==> src/rtl/gchain_pkg.sv <==
// Package: shared types for the synaptic gate chain.
// Assumes: at most one event class is applied per step.
package gchain_pkg;

    // Learning event that the detector applies in one step
    typedef enum logic [1:0] {
        EV_IDLE = 2'd0,
        EV_UP   = 2'd1,
        EV_DOWN = 2'd2,
        EV_VOID = 2'd3
    } gchain_ev_t;

    // Maps the two raw event lines to one event class; a collision cancels
    function automatic gchain_ev_t classify_event(input logic up, input logic down);
        gchain_ev_t ev;
        case ({up, down})
            2'b10:   ev = EV_UP;
            2'b01:   ev = EV_DOWN;
            2'b11:   ev = EV_VOID;
            default: ev = EV_IDLE;
        endcase
        return ev;
    endfunction

endpackage

==> src/rtl/gchain_event_decode.sv <==
// Module: gchain_event_decode
// Turns the potentiate and depress lines into one event class for the step.
// Assumes: both inputs are synchronous to clk; a same-step pair is cancelled.
module gchain_event_decode
    import gchain_pkg::*;
(
    input  logic       pot,
    input  logic       dep,
    output gchain_ev_t ev
);

    // Purpose: classify the raw event lines
    always_comb begin
        ev = classify_event(pot, dep);
    end

endmodule

==> src/rtl/gchain_gate_cell.sv <==
// Module: gchain_gate_cell
// One self-holding gate neuron. It turns on for an up event only when the
// gate below is active, and turns off for a down event only when the gate
// above is inactive. With no event, self-excitation keeps the state.
// Assumes: below_on is tied high for the first gate, above_on is tied low
// for the last gate.
module gchain_gate_cell
    import gchain_pkg::*;
(
    input  logic       clk,
    input  logic       rst_n,
    input  gchain_ev_t ev,
    input  logic       below_on,
    input  logic       above_on,
    output logic       on
);

    logic on_next;

    // Purpose: work out the next gate state from the event and the neighbours
    always_comb begin
        on_next = on;
        case (ev)
            EV_UP:   if (!on && below_on) on_next = 1'b1;
            EV_DOWN: if (on && !above_on) on_next = 1'b0;
            default: on_next = on;
        endcase
    end

    // Purpose: gate state register with synchronous active-low reset
    always_ff @(posedge clk) begin
        if (!rst_n) begin
            on <= 1'b0;
        end else begin
            on <= on_next;
        end
    end

endmodule

==> src/rtl/gchain_relay_cell.sv <==
// Module: gchain_relay_cell
// Relay neuron for one gate path. It passes a presynaptic spike one step
// later, but only if its gate is active in the step the spike arrives.
// Assumes: gate_on is the registered gate state, taken before any update.
module gchain_relay_cell (
    input  logic clk,
    input  logic rst_n,
    input  logic pre_spike,
    input  logic gate_on,
    output logic relay
);

    // Purpose: register the gated spike
    always_ff @(posedge clk) begin
        if (!rst_n) begin
            relay <= 1'b0;
        end else begin
            relay <= pre_spike & gate_on;
        end
    end

endmodule

==> src/rtl/gchain_popcount.sv <==
// Module: gchain_popcount
// Counts the set bits of a vector.
// Assumes: CNT_W is wide enough to hold WIDTH.
module gchain_popcount #(
    parameter int WIDTH = 4,
    parameter int CNT_W = $clog2(WIDTH + 1)
) (
    input  logic [WIDTH-1:0] bits,
    output logic [CNT_W-1:0] count
);

    // Purpose: add up the set bits
    always_comb begin
        count = '0;
        for (int i = 0; i < WIDTH; i++) begin
            count = count + CNT_W'(bits[i]);
        end
    end

endmodule

==> src/rtl/gate_chain_synapse.sv <==
// Module: gate_chain_synapse (top)
// Stores a synapse weight as an ordered chain of N_GATES self-holding gates
// and relays presynaptic spikes through one path per active gate. Each gate
// is updated only with the support of its neighbours, so up events fill the
// chain upward and down events empty it downward.
// Assumes: N_GATES is 1 to 8; events come as single-step pulses.
module gate_chain_synapse
    import gchain_pkg::*;
#(
    parameter  int N_GATES = 4,
    localparam int CNT_W   = $clog2(N_GATES + 1)
) (
    input  logic               clk,
    input  logic               rst_n,
    input  logic               pot_i,
    input  logic               dep_i,
    input  logic               pre_spike_i,
    output logic [N_GATES-1:0] gate_o,
    output logic [N_GATES-1:0] relay_o,
    output logic [CNT_W-1:0]   relay_count_o
);

    gchain_ev_t         ev;
    logic [N_GATES-1:0] gate_q;
    logic [N_GATES-1:0] below_sup;
    logic [N_GATES-1:0] above_sup;

    gchain_event_decode u_decode (
        .pot (pot_i),
        .dep (dep_i),
        .ev  (ev)
    );

    // Neighbour excitation and one gate and relay per level
    for (genvar k = 0; k < N_GATES; k++) begin : g_level
        if (k == 0) begin : g_first
            assign below_sup[k] = 1'b1;
        end else begin : g_mid_lo
            assign below_sup[k] = gate_q[k-1];
        end
        if (k == N_GATES - 1) begin : g_last
            assign above_sup[k] = 1'b0;
        end else begin : g_mid_hi
            assign above_sup[k] = gate_q[k+1];
        end

        gchain_gate_cell u_gate (
            .clk      (clk),
            .rst_n    (rst_n),
            .ev       (ev),
            .below_on (below_sup[k]),
            .above_on (above_sup[k]),
            .on       (gate_q[k])
        );

        gchain_relay_cell u_relay (
            .clk       (clk),
            .rst_n     (rst_n),
            .pre_spike (pre_spike_i),
            .gate_on   (gate_q[k]),
            .relay     (relay_o[k])
        );
    end

    gchain_popcount #(
        .WIDTH (N_GATES),
        .CNT_W (CNT_W)
    ) u_count (
        .bits  (relay_o),
        .count (relay_count_o)
    );

    assign gate_o = gate_q;

endmodule

==> config.mk <==
export PLATFORM = sky130hd
export DESIGN_NAME = gate_chain_synapse
export DESIGN_NICKNAME = d
export VERILOG_FILES = /design/src/rtl/gchain_pkg.sv /design/src/rtl/gchain_event_decode.sv /design/src/rtl/gchain_gate_cell.sv /design/src/rtl/gchain_relay_cell.sv /design/src/rtl/gchain_popcount.sv /design/src/rtl/gate_chain_synapse.sv
export SDC_FILE = /design/constraint.sdc
export NUM_CORES = 1
export LEC_CHECK = 0
export ABC_CLOCK_PERIOD_IN_PS = 1600
export BUFFER_PORTS_ARGS = -buffer_cell sky130_fd_sc_hd__buf_2
export CORE_AREA = 2 2 39 41
export CTS_CLUSTER_SIZE = 30
export DETAILED_ROUTE_END_ITERATION = 10
export DIE_AREA = 0 0 41 43
export GPL_ROUTABILITY_DRIVEN = 0
export GPL_TIMING_DRIVEN = 1
export PLACE_DENSITY = 0.66
export SLEW_MARGIN = 10
export SYNTH_ARGS = -nofsm -noshare
export SYNTH_HDL_FRONTEND = slang
export SYNTH_SLANG_ARGS = --single-unit
==> constraint.sdc <==
create_clock -name clk -period 1.6 [get_ports clk]
set_input_delay 0.24 -clock clk [delete_from_list [all_inputs] [get_ports clk]]
set_output_delay 0.24 -clock clk [all_outputs]
set_load 0.005 [all_outputs]
==> impl_metrics.ini <==
[synthesis]
synth-compound-area-share_pct = 14.3
ys_seq_elements = 8
synthesis.nets = 53
synthCells = 43
synthXorXnorAreaFrac_pct = 0
synth_mux_area_share_pct = 0
synth_top_area_cell = dfxtp_1
synth_cell_types = 15
synthAdderAreaFrac_pct = 16.0
synth_top_family_by_area = buffers and inverters
synth.avg_cell_area_um2 = 10.2
synthesis.area_um2 = 437
synth.yosys.seq_area_share_pct = 36.7
synthSimpleGateAreaFrac_pct = 15.8
synthTopCellsByArea = dfxtp_1 (37%), buf_4 (14%), ha_1 (11%), o311ai_2 (7.4%), and3_1 (5.7%)
netlist.area_leader.share_pct = 36.7
yosysWarnings = 0

[global_route]
grt_overflow = 0
grt_first_pass_wirelength_mm = 1.17
grt_max_degree = 10
grt_pass1_vias = 299
grtUsageTotal_pct = 10.6
antenna_found_initial = 0

[critical_path]
crit_top_cell = ha_4
cp.arrival_ps = 1520
crit_fanout = 2
reg2reg_slack_ps = 760
path_cells = ha_4 > fa_2 > ha_4 > buf_6
crit_type = flop to primary output
cp_top_family = adder cells
endpoint_kind = primary output
slowest_stage = fa_2
cp.required_ps = 1360
slowest_delay_ps = 350
crit_buf_inv = 1
start_kind = flop

[power_and_ir_drop]
power_density_nw_per_um2 = 819
seqPwrFrac_pct = 51.6
ir_worst_vdd_mv = 0.293
switchingPower_mw = 0.108
leakage_nw = 0.266
fin_total_pwr_mw = 0.439
intPower_mw = 0.332
p_clk_share_pct = 34.1
swShare_pct = 24.6
pwr-share-comb_pct = 14.3

[cells_and_area]
design_area_um2 = 537
final_cells = 69
multiInputGateArea_um2 = 229
drive_gt1_share_pct = 49.1
final_cell_mix = buf_2 (13), dfxtp_1 (6), inv_1 (4), and3_1 (4), clkbuf_4 (3)
fin_util_pct = 38.8
fin_nets = 65
layout_commonest_cell = buf_2
area_delta_synth_final_pct = 22.9
regArea_um2 = 163
layout.filler_cells = 142
antenna_cells = 0

[run_status]
violations = negative setup slack
status = finished with violations

[worst_hold_path]
hold_class = primary input to flop

[route]
wire_per_inst_um = 10.2
wl_um = 705
route.detailed.drc = 0
vias = 312
first_pass_iters = 4
drt-initial-drc-count = 3
ant_nets = 0
via_per_inst = 4.52

[sta]
finalCriticalPeriod_ps = 1760
drv_slew = 0
fin_ws_ps = -163
timing.hold.ws_ps = 254
finClkSkew_ps = 0.266
rsz0062_at_grt = yes
fin_crit_sh_pct = 110
finalSetupViolations = 3
hold_viol = 0
max_freq_mhz = 567
slew_headroom_pct = 85.9
worstMarginPinSlew_ps = 211

[clocking]
cts_max_level = 1
cts_tree = built
cts.sinks = 8
clockBufferDepth = 2
post_cts_buffers = 0
cts_root_buf = clkbuf_4
clk_pin_slew_worst_paths_ps = 50
worst_skew_pair.late_latency_ps = 250
numCtsBuffers = 3
cts_hold_buf = 0

[place]
port_buffers = 15
place_area_um2 = 472
dp_hpwl_um = 554
dp_cells = 66

[floorplanning]
num_io_pins = 16
die_h_um = 43
initial_utilization_pct = 31.6
coreArea_um2 = 1380
row_count = 14
die-area_um2 = 1760
die_x_um = 41

[run]
cap_violations = 0
logic make-up after synthesis:
logic type | after synthesis
buf+inv | 12
simple gates | 11
flops | 8
compound gates | 7
fa+ha+maj | 5
Yosys cell counts:
library cell	n
inv_1	4
ha_1	4
nand3_1	2
nor2b_1	2
a21boi_1	1
a21boi_0	1
o21ai_1	2
and3_1	4
fa_1	1
o311ai_2	2
nand2_1	2
dfxtp_1	8
buf_4	8
o21ai_0	1
nand2b_4	1
power by group through the flow:
stage          Combinational [mW]  Sequential, mW  Clock [mW]
2_1_floorplan              0.0509           0.226           0
3_3_place_gp               0.0608           0.229           0
3_5_place_dp               0.0614           0.230           0
4_1_cts                    0.0644           0.227       0.157
5_1_grt                    0.0731           0.229       0.173
6_report                   0.0627           0.227       0.150
state kept, by name (all words and copies together), names as in the netlist:
name / cells
g_level.u_gate.on: 4
g_level.u_relay.relay: 4
stage by stage:
stage,setup TNS [ps],setup slack (ps)
after global placement,0,19.7
after detailed placement,0,6.52
after global routing,-429,-193
after floorplan,0,133
final,-311,-163
after CTS,-411,-196
final cells by class:
type                    count  share of cell area (%)
clock buffers               3                    4.20
inverters                   4                    2.80
multi-input cells          23                    42.7
flip-flops and latches      8                    30.3
well taps                  16                    3.73
repair buffers             15                    16.3
what timing repair did:
action	CTS	global route
pin swaps	3	2
hold endpoints to repair	0	0
gates resized for setup	7	0
endpoints found under the setup margin	3	3
metal layers:
layer	vias up	wire length, µm	GRT usage (%)
met2	18	361	16.3
met4	0	18	10.0
met5	-	0	0
met3	2	45	3.66
li1	158	-	-
met1	134	279	10.0
worst paths after layout:
path / from / end / cells past startpoint
worst max register to register: g_level[2].u_gate.on$_SDFFE_PN0P_ / g_level[1].u_gate.on$_SDFFE_PN0P_ / 2
worst max-delay path: g_level[1].u_relay.relay$_SDFF_PN0_ / relay_count_o[1] / 4
worst min-delay path: pre_spike_i / g_level[3].u_relay.relay$_SDFF_PN0_ / 2
worst min register to register: g_level[3].u_gate.on$_SDFFE_PN0P_ / g_level[3].u_gate.on$_SDFFE_PN0P_ / 2
No activity file was read; power rests on OpenSTA's default activity.
